**src/rtl/lcc_pkg.sv**
```systemverilog
package lcc_pkg;
  typedef enum logic [1:0] {
    ST_IDLE = 2'd0,
    ST_RUN  = 2'd1,
    ST_HOLD = 2'd2
  } lcc_state_e;
endpackage

```
**src/rtl/lcc_stop_sync.sv**
```systemverilog
module lcc_stop_sync #(
  parameter int SYNC_N = 2
) (
  input  logic clk,
  input  logic rst_n,
  input  logic async_in,
  output logic rise_pulse
);
  logic [SYNC_N:0] chain;

  always_ff @(posedge clk or negedge rst_n) begin
    if (!rst_n) chain <= '0;
    else        chain <= {chain[SYNC_N-1:0], async_in};
  end

  assign rise_pulse = chain[SYNC_N-1] & ~chain[SYNC_N];

  // the synchronized edge lasts a single cycle
  a_r4_single_pulse: assert property (@(posedge clk) disable iff (!rst_n)
    rise_pulse |=> !rise_pulse);
endmodule

```
**src/rtl/lcc_loop_counter.sv**
```systemverilog
module lcc_loop_counter #(
  parameter int CNT_W = 4
) (
  input  logic           clk,
  input  logic           rst_n,
  input  logic           clr,
  input  logic           en,
  input  logic           wrap,
  input  logic           half,
  output logic [CNT_W-1:0] cnt_main,
  output logic [CNT_W:0]   cnt_lag,
  output logic           sat
);
  localparam logic [CNT_W-1:0] CNT_MAX = '1;

  logic half_q;
  logic half_rise;

  assign half_rise = half & ~half_q;

  always_ff @(posedge clk or negedge rst_n) begin
    if (!rst_n) begin
      half_q   <= 1'b0;
      cnt_main <= '0;
      cnt_lag  <= '0;
      sat      <= 1'b0;
    end else begin
      half_q <= half;
      if (clr) begin
        cnt_main <= '0;
        cnt_lag  <= '0;
        sat      <= 1'b0;
      end else if (en) begin
        if (wrap) begin
          if (cnt_main == CNT_MAX) sat <= 1'b1;
          else                     cnt_main <= cnt_main + 1'b1;
        end
        if (half_rise) cnt_lag <= {1'b0, cnt_main} + 1'b1;
      end
    end
  end

  // each wrap below the limit advances the main count by one
  a_r2_wrap_count: assert property (@(posedge clk) disable iff (!rst_n)
    (en && !clr && wrap && cnt_main != CNT_MAX) |=> cnt_main == $past(cnt_main) + 1'b1);

  // a start clears both copies and the saturation state
  a_r8_clear: assert property (@(posedge clk) disable iff (!rst_n)
    clr |=> (cnt_main == '0 && cnt_lag == '0 && !sat));
endmodule

```
**src/rtl/lcc_merge.sv**
```systemverilog
module lcc_merge #(
  parameter int CNT_W  = 4,
  parameter int FINE_W = 3
) (
  input  logic [CNT_W-1:0]        cnt_main,
  input  logic [CNT_W:0]          cnt_lag,
  input  logic                    sat_in,
  input  logic [FINE_W-1:0]       fine,
  output logic [CNT_W+FINE_W-1:0] code,
  output logic                    sat_out
);
  logic [CNT_W:0] chosen;

  always_comb begin
    chosen  = fine[FINE_W-1] ? {1'b0, cnt_main} : cnt_lag;
    sat_out = sat_in | chosen[CNT_W];
    code    = sat_out ? '1 : {chosen[CNT_W-1:0], fine};
  end
endmodule

```
**src/rtl/loop_coarse_counter.sv**
```systemverilog
module loop_coarse_counter #(
  parameter int CNT_W  = 4,
  parameter int FINE_W = 3,
  parameter int SYNC_N = 2,
  localparam int RES_W = CNT_W + FINE_W
) (
  input  logic              clk,
  input  logic              rst_n,
  input  logic              start,
  input  logic              ring_wrap,
  input  logic              ring_half,
  input  logic              stop_req,
  input  logic [FINE_W-1:0] fine_code,
  input  logic              res_ready,
  output logic              res_valid,
  output logic [RES_W-1:0]  res_code,
  output logic              res_sat
);
  import lcc_pkg::*;

  lcc_state_e state;
  logic stop_edge;
  logic clr, en;
  logic [CNT_W-1:0] cnt_main;
  logic [CNT_W:0]   cnt_lag;
  logic             cnt_sat;
  logic [RES_W-1:0] merged_code;
  logic             merged_sat;

  assign clr = (state == ST_IDLE) && start;
  assign en  = (state == ST_RUN);

  lcc_stop_sync #(.SYNC_N(SYNC_N)) u_sync (
    .clk(clk), .rst_n(rst_n), .async_in(stop_req), .rise_pulse(stop_edge)
  );

  lcc_loop_counter #(.CNT_W(CNT_W)) u_cnt (
    .clk(clk), .rst_n(rst_n), .clr(clr), .en(en),
    .wrap(ring_wrap), .half(ring_half),
    .cnt_main(cnt_main), .cnt_lag(cnt_lag), .sat(cnt_sat)
  );

  lcc_merge #(.CNT_W(CNT_W), .FINE_W(FINE_W)) u_merge (
    .cnt_main(cnt_main), .cnt_lag(cnt_lag), .sat_in(cnt_sat),
    .fine(fine_code), .code(merged_code), .sat_out(merged_sat)
  );

  always_ff @(posedge clk or negedge rst_n) begin
    if (!rst_n) begin
      state    <= ST_IDLE;
      res_code <= '0;
      res_sat  <= 1'b0;
    end else begin
      case (state)
        ST_IDLE: if (start) state <= ST_RUN;
        ST_RUN: if (stop_edge) begin
          res_code <= merged_code;
          res_sat  <= merged_sat;
          state    <= ST_HOLD;
        end
        ST_HOLD: if (res_ready) state <= ST_IDLE;
        default: state <= ST_IDLE;
      endcase
    end
  end

  assign res_valid = (state == ST_HOLD);

  // pending result is held under back-pressure
  a_r5_hold: assert property (@(posedge clk) disable iff (!rst_n)
    (res_valid && !res_ready) |=> (res_valid && $stable(res_code) && $stable(res_sat)));

  // acceptance drops valid
  a_r5_drop: assert property (@(posedge clk) disable iff (!rst_n)
    (res_valid && res_ready) |=> !res_valid);

  // start while a result is pending does not restart counting
  a_r6_start_ignored: assert property (@(posedge clk) disable iff (!rst_n)
    (res_valid && start) |=> !en);

  // saturation always pins the code to all ones
  a_r7_sat_code: assert property (@(posedge clk) disable iff (!rst_n)
    (res_valid && res_sat) |-> (res_code == {RES_W{1'b1}}));
endmodule

```
**config.mk**
```make
export PLATFORM = sky130hd
export DESIGN_NAME = loop_coarse_counter
export DESIGN_NICKNAME = d
export VERILOG_FILES = /design/src/rtl/lcc_pkg.sv /design/src/rtl/lcc_stop_sync.sv /design/src/rtl/lcc_loop_counter.sv /design/src/rtl/lcc_merge.sv /design/src/rtl/loop_coarse_counter.sv
export SDC_FILE = /design/constraint.sdc
export NUM_CORES = 1
export LEC_CHECK = 0
export BUFFER_PORTS_ARGS = -buffer_cell sky130_fd_sc_hd__buf_4
export CELL_PAD_IN_SITES_DETAIL_PLACEMENT = 0
export CELL_PAD_IN_SITES_GLOBAL_PLACEMENT = 1
export CORE_MARGIN = 5
export CORE_UTILIZATION = 30
export CTS_CLUSTER_DIAMETER = 80
export DETAILED_ROUTE_END_ITERATION = 8
export HOLD_SLACK_MARGIN = 0.12
export PLACE_DENSITY_LB_ADDON = 0.1
export SKIP_CTS_REPAIR_TIMING = 1
export SLEW_MARGIN = 20
export SYNTH_ARGS = -nofsm -noshare
export SYNTH_HDL_FRONTEND = slang
export SYNTH_SLANG_ARGS = --single-unit
```
**constraint.sdc**
```tcl
create_clock -name clk -period 2.62 [get_ports clk]
set_clock_uncertainty 0.05 [all_clocks]
set_input_delay 0.524 -clock clk [delete_from_list [all_inputs] [get_ports clk]]
set_output_delay 0.524 -clock clk [all_outputs]
set_load 0.05 [all_outputs]
```
==> impl_metrics.tcl, run 1 <==
set metrics [dict create \
    critPathRequiredTime_ns 2.05 \
    die_h_um 69.79 \
    cts_buffers 3 \
    reg2regPathDepth 3 \
    max-slew-margin-rel_pct 63.07 \
    grt_max_degree 25 \
    io-pin-count 19 \
    clockRootBuffer "clkbuf_4" \
    r2r_slack_ns 1.10 \
    synthDistinctLibCells 36 \
    hold_violations 0 \
    ys_seq_area_share_pct 56.01 \
    hold_path_end "u_sync.chain[0]" \
    final_cell_mix "dfrtp_1, buf_4, nor2_1" \
    slowest_delay_ns 0.52 \
    max_freq_mhz 537.8 \
    r2r-end "res_code[1]" \
    dr_total_vias 739 \
    postSynthNetCount 101 \
    wire_per_inst_um 14.09 \
    initial_core_util_pct 31.64 \
    critPathArrivalTime_ns 1.29 \
    avgSynthCellArea_um2 11.91 \
    final_common_cell "dfrtp_1" \
    diodes 0 \
    cts_max_path_buffers 2 \
    dpl_cell_area_um2 1234 \
    antenna_found_initial 0 \
    syn_inst 90 \
    htreeDepth 1 \
    worstMarginPinSlew_ns 0.5515 \
    start_kind "register" \
    p_leak_nw 0.5913 \
    cts_sinks 24 \
    grt_pass1_vias 831 \
    worstPathCellList "and2b_2, buf_4" \
    finalSetupTns_ns 0 \
    cts_tree "built" \
    drv_cap 0 \
    rsz0062_at_grt "false" \
    drc 0 \
    min-delay-start "stop_req" \
    final_nets 121 \
    synth_area_um2 1072 \
    dpl.hpwl_um 1596 \
    hp-class "in2reg" \
    vdd_drop_max_uv 318.5 \
    setup_viol 0 \
    drive_above_1_share_pct 30.28 \
    clock_latency_ns 0.32 \
    slowest_stage "dfrtp_1" \
    area_growth_syn_to_layout_pct 20.89 \
    antenna_left 0 \
    core_area_um2 3390 \
    grt_usage_pct 10.12 \
    viasPerCell 4.768 \
    numPortBuffers 18 \
    path_max_fanout 9 \
    cp_num_buf_inv 1 \
    status "finished, final reports clean" \
    clkTransAtPathRegs_ns 0.13 \
    period_share_pct 70.97 \
    drtPass1Iterations 4 \
    cpLargestDelayFamily "flip-flops" \
    final_max_slew_viol_count 0 \
    rows 21 \
    wl_um 2184 \
    chipWidth_um 69.79 \
    worstReg2RegStart "state[1]" \
    grt_pass1_wl_um 3919 \
    fin_area_um2 1296 \
    path_class "reg2out" \
    ys_seq_elements 24 \
    grt_overflow 0 \
    min_path_cells 1 \
    synth_warnings 0 \
    p_per_area_nw_per_um2 1107 \
    place.gp.congestion 0.7264 \
    layout_min_cycle_time_ns 1.859 \
    fp.dieArea_um2 4870 \
    critPathCaptureType "output port" \
    drt_iter0_markers 42 \
]
synth_stat cells:
library cell   n  share of area, %
nor4b_1        1              0.82
nor3_1         2              0.93
buf_2          1              0.47
ha_1           1               1.2
and4bb_2       1               1.2
nand2b_1       1              0.58
o21ai_0        1              0.47
o22a_2         3               2.8
and3_2         1              0.70
a311oi_1       1              0.82
a41oi_1        1              0.82
o211ai_1       2               1.4
nor2_2         1              0.58
mux2i_1        7               6.5
a21oi_1        6               2.8
dfrtp_1       24                56
a211oi_2       1               1.2
nand4_1        1              0.58
a21o_1         1              0.70
and4bb_1       1               1.2
nand3_1        2              0.93
and3_1         1              0.58
nand3b_1       1              0.70
o21a_1         1              0.70
or3b_2         1              0.82
nor3b_2        1               1.2
nor2_1        10               3.5
and3b_2        1              0.93
buf_6          2               2.1
and2b_2        1              0.82
xnor2_1        1              0.82
inv_1          5               1.8
buf_1          1              0.35
o31ai_1        2               1.4
and4b_1        1              0.93
xor2_1         1              0.82
per-stage QoR:
stage	hold WS, ns	utilization (%)	setup slack (ns)	total power [mW]	instances
3_3_place_gp	0.2929	36.40	1.120	1.175	150
4_1_cts	0.01736	37.95	0.7413	1.462	154
3_5_place_dp	0.2870	36.40	1.095	1.186	150
5_1_grt	0.2278	38.24	0.6934	1.530	155
6_report	0.2491	38.24	0.7605	1.435	155
2_1_floorplan	0.1784	-	1.212	1.002	90
logic make-up after synthesis:
group / synth area share [%]
XOR/XNOR: 1.634
buffers and inverters: 4.667
AO/OA/AOI/OAI: 13.07
multiplexers: 6.535
adder cells (fa/ha/maj): 1.167
flip-flops: 56.01
AND/OR/NAND/NOR: 16.92
sequential cells by signal, indices dropped and copies added (netlist names):
register / cells
u_cnt.cnt_lag: 5
u_cnt.cnt_main: 4
res_sat: 1
res_code: 7
u_cnt.half_q: 1
state: 2
u_sync.chain: 3
u_cnt.sat: 1
how the worst max path moves through the flow:
| stage | slack (ns) | cells past startpoint | from | end |
|---|---|---|---|---|
| 2_1_floorplan | 1.21 | 4 | fine_code[2] | res_code[0] |
| 3_3_place_gp | 1.12 | 3 | state[1] | res_code[1] |
| 3_5_place_dp | 1.09 | 3 | state[1] | res_code[1] |
| 4_1_cts | 0.74 | 2 | state[0] | res_valid |
| 5_1_grt | 0.69 | 2 | state[0] | res_valid |
| 6_report | 0.76 | 2 | state[0] | res_valid |
layout make-up:
class	count	area, µm²
clock buffers	3	22.52
clock inverters	1	30.03
fillers	347	2093
inverters	5	18.77
multi-input cells	57	421.7
flip-flops and latches	24	600.6
well taps	46	57.56
repair buffers	19	145.1
report_power, final:
| group | switching, mW | internal [mW] |
|---|---|---|
| sequential | 0.103 | 0.485 |
| combinational | 0.364 | 0.214 |
| clock | 0.115 | 0.155 |
| total | 0.582 | 0.853 |
layer usage:
layer	share of wire (%)	track usage, %	up-vias
met5	0	0	-
met4	2.3	5.106	0
met3	3.5	2.174	5
met2	45	16.26	15
met1	49	12.69	359
li1	-	-	360
Note: power is estimated with default switching activity, not from simulation.
==> run 2: changes to the inputs <==
--- a/config.mk
+++ b/config.mk
@@ -5,6 +5,7 @@
 export SDC_FILE = /design/constraint.sdc
 export NUM_CORES = 1
 export LEC_CHECK = 0
+export ABC_AREA = 1
 export BUFFER_PORTS_ARGS = -buffer_cell sky130_fd_sc_hd__buf_4
 export CELL_PAD_IN_SITES_DETAIL_PLACEMENT = 0
 export CELL_PAD_IN_SITES_GLOBAL_PLACEMENT = 1
==> constraint.sdc (replaced) <==
create_clock -name clk -period 1.5 [get_ports clk]
set_clock_uncertainty 0.05 [all_clocks]
set_input_delay 0.3 -clock clk [delete_from_list [all_inputs] [get_ports clk]]
set_output_delay 0.3 -clock clk [all_outputs]
set_load 0.05 [all_outputs]
==> run 2 against run 1 <==
Count of clock-buffer cells in the layout did not move. Critical path depth did not move. Register-to-register slack got worse by 0.93 ns. Cell area rose by 3.8%.
==> impl_metrics.tcl, run 2 <==
set metrics [dict create \
    vdd_drop_max_uv 591.3 \
    drt_iter0_markers 36 \
    cts_max_path_buffers 2 \
    grt_usage_pct 10.26 \
    cts_sinks 24 \
    area_growth_syn_to_layout_pct 27.37 \
    timing.critical_path.from "state[0]" \
    synthDistinctLibCells 17 \
    finalSetupTns_ns 0 \
    synth_mux_area_share_pct 0 \
    chipWidth_um 69.33 \
    final_cell_mix "nand2_1, buf_4, dfrtp_1" \
    yosys-top-cells-area "dfrtp_1, nand2_1, o21ai_0" \
    cts_buffers 3 \
    max_freq_mhz 707.4 \
    grt_max_degree 25 \
    initial_core_util_pct 31.40 \
    period_share_pct 94.24 \
    max-slew-margin-rel_pct 79.70 \
    drv_cap 0 \
    hold_violations 0 \
    min-delay-start "fine_code[0]" \
    rows 21 \
    slowest_delay_ns 0.45 \
    wl_um 2222 \
    postSynthNetCount 135 \
    htreeDepth 1 \
    synth_top_area_share_pct 56.87 \
    hp-class "in2reg" \
    clockRootBuffer "clkbuf_4" \
    status "finished, final reports clean" \
    slowest_stage "dfrtp_1" \
    ys.flop_type "dfrtp_1" \
    fin_area_um2 1345 \
    top_regs "res_code x7, u_cnt.cnt_lag x5, u_cnt.cnt_main x4" \
    layout_min_cycle_time_ns 1.414 \
    worstPathCellList "nor2_1, buf_4" \
    synthSimpleGateAreaFrac_pct 26.18 \
    path_max_fanout 5 \
    yosys.area_share.adder_pct 1.185 \
    worstMarginPinSlew_ns 0.3034 \
    clock_latency_ns 0.30 \
    place.gp.congestion 0.7749 \
    synth_area_um2 1056 \
    dr_total_vias 872 \
    final_max_slew_viol_count 0 \
    clkTransAtPathRegs_ns 0.12 \
    io-pin-count 19 \
    grt_pass1_wl_um 4091 \
    synth_top_cell_by_area "dfrtp_1" \
    dp_cells 190 \
    avgSynthCellArea_um2 8.516 \
    dpl.hpwl_um 1678 \
    diodes 0 \
    cpLargestDelayFamily "flip-flops" \
    synth_edf_count 0 \
    synth_top_family_by_area "simple AND/OR/NAND/NOR gates" \
    core_area_um2 3363 \
    synth_warnings 0 \
    viasPerCell 4.382 \
    synth_compound_area_share_pct 8.768 \
    yosysMostFrequentCell "nand2_1" \
    synthArstFlopShare_pct 100.0 \
    grt_overflow 0 \
    antenna_left 0 \
    wire_per_inst_um 11.17 \
    setup_viol 0 \
    critPathRequiredTime_ns 1.15 \
    start_kind "register" \
    numPortBuffers 18 \
    grt_pass1_vias 900 \
    final_nets 166 \
    syn_inst 124 \
    drc 0 \
    final_common_cell "nand2_1" \
    top_register "res_code" \
    die_h_um 69.33 \
    fp.dieArea_um2 4807 \
    p_per_area_nw_per_um2 1654 \
    synth-xor-area-share_pct 0.8294 \
    rsz0062_at_grt "false" \
    fin_cells 199 \
    cp_num_buf_inv 1 \
    antenna_found_initial 0 \
    drive_above_1_share_pct 21.57 \
    critPathCaptureType "output port" \
    drtPass1Iterations 4 \
    largest_reg_flops 7 \
    path_class "reg2out" \
    ys_seq_area_share_pct 56.87 \
    p_leak_nw 0.7154 \
    critPathArrivalTime_ns 1.06 \
    dpl_cell_area_um2 1266 \
    ys_seq_elements 24 \
    worstReg2RegStart "u_cnt.cnt_main[1]" \
    netlist_top_cells_count "nand2_1, dfrtp_1, inv_1, o21ai_0, nand3_1" \
    cts_tree "built" \
]
## run 2: changes by cell type in the layout (fill, tap and decap cells not counted), moves of 3 or more
cell,change
nand2_1,+40
buf_4,+5
mux2i_1,-7
o22a_2,-3
nor2_1,-4
a21oi_1,-5
nand3_1,+8
o21ai_0,+13
inv_1,+9
dlygate4sd3_1,+3
## run 2: power by group
group          internal, mW  switching [mW]
clock network        0.0935           0.175
logic                 0.330           0.670
registers             0.824           0.131
## run 2: stage by stage
step	setup slack (ns)	util, %	hold WS (ns)	power (mW)
3_5_place_dp	0.1586	37.65	0.1682	1.930
3_3_place_gp	0.2113	37.65	0.1662	1.923
5_1_grt	0.02187	39.99	0.1689	2.414
4_1_cts	0.06227	38.32	-0.1877	2.217
2_1_floorplan	0.07526	-	-0.04559	1.627
6_report	0.08641	39.99	0.1801	2.224
## run 2: cell type report
class	count	area, µm²
fillers	387	2018
multi-input cells	83	390.4
repair buffers	27	212.7
inverters	16	60.06
well taps	46	57.56
flip-flops and latches	24	601.8
clock buffers	3	22.52
## run 2: path summary, 6_finish.rpt
check / to / slack, ns / cells past startpoint
max: res_valid / 0.09 / 2
max in group asynchronous: u_cnt.cnt_main[0] / 0.77 / 2
max reg2reg: u_cnt.cnt_main[0] / 0.17 / 8
min reg2reg: u_sync.chain[1] / 0.32 / 0
min in group asynchronous: res_code[1] / 0.37 / 2
min: res_code[0] / 0.18 / 3
## run 2: worst min-delay path, stage by stage
cell     delay (ns)
buf_4          0.07
o21ai_0        0.07
nand2_1        0.06
## run 2: cells by family (layout without fill, tap and decap cells)
group	count (synthesis)	count (layout)
AND/OR/NAND/NOR	63	63
flip-flops	24	24
AO/OA/AOI/OAI	18	18
buffers and inverters	17	46
adder cells (fa/ha/maj)	1	1
XOR/XNOR	1	1
## run 2: routing by layer
metal / vias up / wire length [µm] / GRT usage (%)
li1: 451 / - / -
met1: 405 / 1120 / 13.48
met2: 14 / 1000 / 16.31
met3: 2 / 82 / 2.319
met4: 0 / 19 / 3.905
met5: - / 0 / 0
